===== src/rtl/ldc_pkg.sv =====
package ldc_pkg;

  // Channel reaction on a compare match
  typedef enum logic [1:0] {
    CH_HOLD = 2'b00,
    CH_SET  = 2'b01,
    CH_CLR  = 2'b10,
    CH_FLIP = 2'b11
  } ch_mode_e;

endpackage


===== src/rtl/ldc_prescaler.sv =====
module ldc_prescaler #(
  parameter int PRE_W = 16
) (
  input  logic             clk,
  input  logic             rst,
  input  logic             en,
  input  logic             clr,
  input  logic [PRE_W-1:0] div,
  output logic             tick
);

  logic [PRE_W-1:0] pre_q;
  logic             at_top;

  assign at_top = (pre_q >= div);
  assign tick   = en && !clr && at_top;

  always_ff @(posedge clk) begin
    if (rst || clr || !en) begin
      pre_q <= '0;
    end else if (at_top) begin
      pre_q <= '0;
    end else begin
      pre_q <= pre_q + PRE_W'(1);
    end
  end

  // with a steady non-zero divide, ticks never come back to back
  a_r3_tick_spacing: assert property (@(posedge clk) disable iff (rst)
    (tick && div != '0 && $stable(div)) |=> !tick);

endmodule


===== src/rtl/ldc_stage.sv =====
module ldc_stage #(
  parameter int CNT_W    = 16,
  parameter int PRE_W    = 16,
  parameter bit ONE_SHOT = 1'b0
) (
  input  logic             clk,
  input  logic             rst,
  input  logic             go,
  input  logic             stop,
  input  logic [PRE_W-1:0] div,
  output logic             run,
  output logic             tick,
  output logic [CNT_W-1:0] cnt
);

  logic             run_q;
  logic [CNT_W-1:0] cnt_q;
  logic             go_ok;
  logic             wrap_now;
  logic             self_stop;

  assign wrap_now = tick && (cnt_q == '1);

  generate
    if (ONE_SHOT) begin : g_trig
      // trigger mode: an edge only starts an idle counter
      assign go_ok     = go && !run_q;
      assign self_stop = wrap_now;
    end else begin : g_restart
      assign go_ok     = go;
      assign self_stop = 1'b0;
    end
  endgenerate

  ldc_prescaler #(.PRE_W(PRE_W)) u_pre (
    .clk  (clk),
    .rst  (rst),
    .en   (run_q),
    .clr  (go_ok),
    .div  (div),
    .tick (tick)
  );

  always_ff @(posedge clk) begin
    if (rst) begin
      run_q <= 1'b0;
      cnt_q <= '0;
    end else if (go_ok) begin
      run_q <= 1'b1;
      cnt_q <= '0;
    end else begin
      if (tick) cnt_q <= cnt_q + CNT_W'(1);
      if (stop || self_stop) run_q <= 1'b0;
    end
  end

  assign run = run_q;
  assign cnt = cnt_q;

  // an idle counter holds its value until it is started
  a_r5_idle_hold: assert property (@(posedge clk) disable iff (rst)
    (!run_q && !go) |=> $stable(cnt_q));

  generate
    if (ONE_SHOT) begin : g_chk
      // the wrap tick ends the run
      a_r5_stop_at_wrap: assert property (@(posedge clk) disable iff (rst)
        (run_q && tick && cnt_q == '1) |=> !run_q);
      // a start request during a run neither restarts nor stops it
      a_r4_no_retrigger: assert property (@(posedge clk) disable iff (rst)
        (run_q && go && !(tick && cnt_q == '1)) |=>
          (run_q && cnt_q == $past(cnt_q) + CNT_W'($past(tick))));
    end
  endgenerate

endmodule


===== src/rtl/ldc_channel.sv =====
module ldc_channel
  import ldc_pkg::*;
#(
  parameter int CNT_W = 16
) (
  input  logic             clk,
  input  logic             rst,
  input  logic             tick,
  input  logic [CNT_W-1:0] cnt,
  input  logic [CNT_W-1:0] cmp,
  input  ch_mode_e         mode,
  output logic             out,
  output logic             evt
);

  logic [CNT_W-1:0] cnt_nxt;
  logic             match;
  logic             out_q;
  logic             evt_q;

  // a match is the tick that moves the count onto the compare value
  assign cnt_nxt = cnt + CNT_W'(1);
  assign match   = tick && (cnt_nxt == cmp);

  always_ff @(posedge clk) begin
    if (rst) begin
      out_q <= 1'b0;
      evt_q <= 1'b0;
    end else begin
      evt_q <= match;
      if (match) begin
        case (mode)
          CH_SET:  out_q <= 1'b1;
          CH_CLR:  out_q <= 1'b0;
          CH_FLIP: out_q <= ~out_q;
          default: out_q <= out_q;
        endcase
      end
    end
  end

  assign out = out_q;
  assign evt = evt_q;

  a_r6_set_high: assert property (@(posedge clk) disable iff (rst)
    (match && mode == CH_SET) |=> out_q);
  a_r7_clr_low: assert property (@(posedge clk) disable iff (rst)
    (match && mode == CH_CLR) |=> !out_q);
  a_r8_flip: assert property (@(posedge clk) disable iff (rst)
    (match && mode == CH_FLIP) |=> (out_q != $past(out_q)));
  a_r9_hold: assert property (@(posedge clk) disable iff (rst)
    (match && mode == CH_HOLD) |=> $stable(out_q));
  a_r10_evt_follows: assert property (@(posedge clk) disable iff (rst)
    match |=> evt_q);

endmodule


===== src/rtl/chained_delay_cmp.sv =====
module chained_delay_cmp
  import ldc_pkg::*;
#(
  parameter int CNT_W = 16,
  parameter int PRE_W = 16,
  parameter int N_CH  = 3
) (
  input  logic                  clk,
  input  logic                  rst,
  input  logic                  start,
  input  logic [CNT_W-1:0]      lead_cmp,
  input  logic [PRE_W-1:0]      lead_div,
  input  logic [PRE_W-1:0]      tail_div,
  input  logic [N_CH*CNT_W-1:0] tail_cmp,
  input  logic [2*N_CH-1:0]     ch_mode,
  output logic [N_CH-1:0]       ch_out,
  output logic [N_CH-1:0]       ch_evt,
  output logic                  lead_trig,
  output logic                  tail_wrap
);

  localparam int MW = 2;

  logic             lead_run, lead_tick;
  logic [CNT_W-1:0] lead_cnt;
  logic             lead_match;
  logic             trig_q, trig_d_q;
  logic             tail_go;
  logic             tail_run, tail_tick;
  logic [CNT_W-1:0] tail_cnt;
  logic             wrap_q;

  // lead stage: restartable, halts on its own compare match
  ldc_stage #(.CNT_W(CNT_W), .PRE_W(PRE_W), .ONE_SHOT(1'b0)) u_lead (
    .clk  (clk),
    .rst  (rst),
    .go   (start),
    .stop (lead_match),
    .div  (lead_div),
    .run  (lead_run),
    .tick (lead_tick),
    .cnt  (lead_cnt)
  );

  assign lead_match = lead_run && lead_tick &&
                      ((lead_cnt + CNT_W'(1)) == lead_cmp);

  always_ff @(posedge clk) begin
    if (rst) begin
      trig_q   <= 1'b0;
      trig_d_q <= 1'b0;
      wrap_q   <= 1'b0;
    end else begin
      trig_q   <= lead_match;
      trig_d_q <= trig_q;
      wrap_q   <= tail_tick && (tail_cnt == '1);
    end
  end

  // tail is armed by the rising edge of the lead trigger
  assign tail_go = trig_q && !trig_d_q;

  ldc_stage #(.CNT_W(CNT_W), .PRE_W(PRE_W), .ONE_SHOT(1'b1)) u_tail (
    .clk  (clk),
    .rst  (rst),
    .go   (tail_go),
    .stop (1'b0),
    .div  (tail_div),
    .run  (tail_run),
    .tick (tail_tick),
    .cnt  (tail_cnt)
  );

  generate
    for (genvar i = 0; i < N_CH; i++) begin : g_ch
      ldc_channel #(.CNT_W(CNT_W)) u_ch (
        .clk  (clk),
        .rst  (rst),
        .tick (tail_tick),
        .cnt  (tail_cnt),
        .cmp  (tail_cmp[CNT_W*i +: CNT_W]),
        .mode (ch_mode_e'(ch_mode[MW*i +: MW])),
        .out  (ch_out[i]),
        .evt  (ch_evt[i])
      );

      // one tail run yields each count value once, so events are single cycles
      a_r10_evt_single: assert property (@(posedge clk) disable iff (rst)
        ch_evt[i] |=> !ch_evt[i]);
    end
  endgenerate

  assign lead_trig = trig_q;
  assign tail_wrap = wrap_q;

  // the tail only ever begins right after a lead trigger
  a_r3_tail_from_trig: assert property (@(posedge clk) disable iff (rst)
    $rose(tail_run) |-> $past(trig_q));
  // the trigger is a single-cycle pulse
  a_r2_trig_single: assert property (@(posedge clk) disable iff (rst)
    trig_q |=> !trig_q);
  // a wrap pulse leaves the tail idle
  a_r5_wrap_idle: assert property (@(posedge clk) disable iff (rst)
    wrap_q |-> !tail_run);

endmodule


===== config.mk =====
export PLATFORM = sky130hd
export DESIGN_NAME = chained_delay_cmp
export DESIGN_NICKNAME = d
export VERILOG_FILES = /design/src/rtl/ldc_pkg.sv /design/src/rtl/ldc_prescaler.sv /design/src/rtl/ldc_stage.sv /design/src/rtl/ldc_channel.sv /design/src/rtl/chained_delay_cmp.sv
export SDC_FILE = /design/constraint.sdc
export NUM_CORES = 1
export LEC_CHECK = 0
export BUFFER_PORTS_ARGS = -buffer_cell sky130_fd_sc_hd__buf_4
export CAP_MARGIN = 20
export CORE_MARGIN = 2
export CORE_UTILIZATION = 50
export CTS_BUF_LIST = sky130_fd_sc_hd__clkbuf_8
export CTS_CLUSTER_DIAMETER = 120
export DETAILED_ROUTE_END_ITERATION = 8
export PLACE_DENSITY = 0.73
export SYNTH_ARGS = -nofsm -noshare
export SYNTH_HDL_FRONTEND = slang
export SYNTH_HIERARCHICAL = 1
export SYNTH_SLANG_ARGS = --single-unit

===== constraint.sdc =====
create_clock -name clk -period 5.18 [get_ports clk]
set_input_delay 1.554 -clock clk [delete_from_list [all_inputs] [get_ports clk]]
set_output_delay 1.554 -clock clk [all_outputs]
set_load 0.02 [all_outputs]

==> impl_metrics.py <==
metrics = {
    "yosys": {
        "synth_top_area_share_pct": 23.6,
        "yosysUniqueCellTypes": 71,
        "synth-edff-count": 0,
        "yosysMostFrequentCell": "xnor2_1",
        "synthesis.area_sq_um": 6370,
        "synthCells": 787,
        "seq_area_frac_synth_pct": 23.6,
        "ys.flop_type": "dfxtp_1",
        "avgSynthCellArea_sq_um": 8.09,
        "yosys_register_bits": 75,
        "yosysWarnings": 6,
        "async_flop_share_pct": 0,
        "synth_commonest_cells": "xnor2_1 (78), nor2_1 (76), dfxtp_1 (75)",
        "synth_top_cell_by_area": "dfxtp_1",
        "synth_fp_nets": 932,
        "synthTopCellsByArea": "dfxtp_1 (24%), xnor2_1 (11%), ha_1 (7.9%)",
    },
    "timing": {
        "fin_crit_ns": 3.93,
        "worst_pin_slew_ns": 0.970,
        "rsz0062_at_grt": "false",
        "finalSetupViolCount": 0,
        "fin_crit_sh_pct": 75.9,
        "finalMaxSlewViolations": 0,
        "setup_tns_ns": 0,
        "finalHoldViolations": 0,
        "clock.fmax_mhz": 255,
        "max_slew_margin_pct": 35.3,
        "clock_skew_ns": 0.0128,
    },
    "worst_hold_path": {
        "hold_class": "reg2reg",
    },
    "finish": {
        "fin_cells": 1079,
        "syn_to_final_growth_pct": 18.5,
        "diodes": 0,
        "nFillCells": 1215,
        "post_route_cells_drive_above_1_share_pct": 21.7,
        "fin_nets": 1047,
    },
    "drt": {
        "wl_per_cell_um": 14.4,
        "drt_wl_total_um": 15500,
        "vias_per_cell": 5.60,
        "drt_iter0_drc": 375,
        "final_antenna_net_count": 0,
        "drc": 0,
        "vias": 6044,
        "first_pass_iters": 5,
    },
    "run_status": {
        "outcome": "complete, no violations",
    },
    "setup_path": {
        "cp_slowest_cell": "a2111oi_0",
        "crit_arrival_ns": 4.19,
        "path_cells": "buf_4 > inv_1 > ha_1 > nand4_1 > nor3_1 > and4bb_1 > o21ba_2 > nand4_1 > a211o_1 > a2111oi_0 > o2111ai_1 > nor2_1 > inv_1 > a21oi_1 > nor2_1",
        "cp.required_ns": 5.44,
        "cp-start-kind": "primary input",
        "crit_path_max_incr_delay_ns": 0.37,
        "cp-end-kind": "flip-flop",
        "critPathMaxFanout": 7,
        "path_class": "in2reg",
    },
    "clock_tree": {
        "htree_levels": 3,
        "clk_path_buf_depth": 2,
        "cts_made_buffers": 9,
        "hold_buffers": 0,
        "cts_root_buf": "clkbuf_8",
        "clkTransAtPathRegs_ns": 0.09,
        "post_cts.repair.setup_buffers": 0,
        "cts_tree": "yes",
        "clock_latency_ns": 0.37,
        "clock_sinks": 75,
        "cts_resized": 0,
    },
    "grt": {
        "grt_pass1_vias": 5555,
        "grt_pass1_wl_um": 25800,
        "antenna_found_initial": 0,
        "grt_max_degree": 30,
        "grt_use_total_pct": 23.4,
        "grt_overflow_total": 0,
    },
    "placement": {
        "portBuffers": 112,
        "place_inst": 1063,
        "gp_congestion": 0.878,
        "dp_hpwl_um": 11500,
    },
    "floorplan": {
        "die_area_sq_um": 13700,
        "fp.dieH_um": 117,
        "rows": 41,
        "io_pins": 113,
        "dieWidth_um": 117,
        "initial_core_util_pct": 50.9,
        "fp.coreArea_sq_um": 12500,
    },
    "power_and_ir_drop": {
        "ir_drop_mv": 0.128,
        "p_leak_nw": 2.93,
        "power_density_nw_per_um2": 155,
    },
    "flow_run": {
        "max_cap_violations": 0,
    },
}
==> cells by family after synthesis <==
family,after synthesis,share of synthesized area [%]
xor+xnor,131,18.0
mux,3,0.472
buf+inv,64,4.16
compound gates,106,12.6
other cells,1,0.0589
flops,75,23.6
fa+ha+maj,40,7.86
simple gates,367,33.2
==> per-layer routing <==
| layer | part of all wire (%) | global-route usage, % | wire, um | vias up |
|---|---|---|---|---|
| met5 | 0 | 0 | 0 | - |
| met4 | 1.7 | 6.90 | 272 | 0 |
| met3 | 7.1 | 5.51 | 1110 | 24 |
| met2 | 44 | 37.1 | 6790 | 214 |
| met1 | 47 | 31.7 | 7370 | 2753 |
| li1 | - | - | - | 3053 |
==> area by class of cell <==
class                           count  area (sq um)  share of cell area, %
Multi-Input combinational cell    648          4600                   61.0
Sequential cell                    75          1500                   19.9
Clock inverter                      7          56.3                  0.746
Tap cell                          172           215                   2.85
Inverter                           56           210                   2.78
Timing Repair Buffer              112           841                   11.1
Clock buffer                        9           124                   1.64
==> state kept, by name (all words and copies together) (netlist names) <==
signal and cells:
u_tail/run 1, trig_d_q 1, g_ch.u_ch/out 3, tail_wrap 1
g_ch.u_ch/evt 3, u_lead/u_pre/pre_q 16, lead_trig 1, u_tail/u_pre/pre_q 16
u_tail/cnt 16, u_lead/run 1, u_lead/cnt 16
==> layout by cell type, fill, tap and decap left out, types with 5 or more instances in the layout <==
master / instances
a2111oi_0: 5
a21oi_1: 21
and3_1: 12
and4_1: 7
buf_4: 112
clkbuf_8: 9
dfxtp_1: 75
ha_1: 40
inv_1: 55
nand2_1: 62
nand2b_1: 9
nand3_1: 45
nand4_1: 29
nor2_1: 76
nor2_2: 20
nor2b_1: 6
nor3_1: 22
nor4_1: 12
nor4_2: 9
o21ai_0: 23
o31ai_1: 5
or3_1: 12
or4_1: 5
xnor2_1: 78
xor2_1: 53
==> per-stage QoR <==
stage,total power [mW],util [%],instance area [sq um],worst slack [ns],hold WS [ns]
after floorplan,0.671,-,6370,1.36,0.446
after global placement,0.756,58.9,7370,1.01,0.470
after detailed placement,0.757,58.9,7370,0.947,0.477
after CTS,1.19,60.3,7550,1.32,0.488
after global routing,1.23,60.3,7550,1.11,0.506
final,1.17,60.3,7550,1.25,0.487
==> worst max-delay path: cells and delay by family <==
| family | cells | cell delay [ns] |
|---|---|---|
| AO/OA/AOI/OAI | 5 | 1.21 |
| AND/OR/NAND/NOR | 6 | 0.96 |
| adder cells (fa/ha/maj) | 1 | 0.31 |
| buffers and inverters | 3 | 0.16 |
==> worst paths after layout <==
check	from	end	slack, ns	cells past startpoint
worst max-delay path	lead_div[14]	u_lead/run$_SDFFE_PP0P_	1.25	15
worst min-delay path	g_ch[0].u_ch/out$_SDFFE_PP0P_	g_ch[0].u_ch/out$_SDFFE_PP0P_	0.49	1
worst max register to register	u_lead/u_pre/pre_q[14]$_SDFF_PP0_	u_lead/run$_SDFFE_PP0P_	2.19	13
worst min register to register	g_ch[0].u_ch/out$_SDFFE_PP0P_	g_ch[0].u_ch/out$_SDFFE_PP0P_	0.49	1
==> where the power goes <==
group,internal (mW),total [mW],switching (mW),leakage (nW)
registers,0.577,0.578,0.000984,0.604
logic,0.0934,0.166,0.0729,2.24
clock network,0.180,0.428,0.247,0.0910
total,0.851,1.17,0.321,2.93
(Power assumes the default switching activity.)
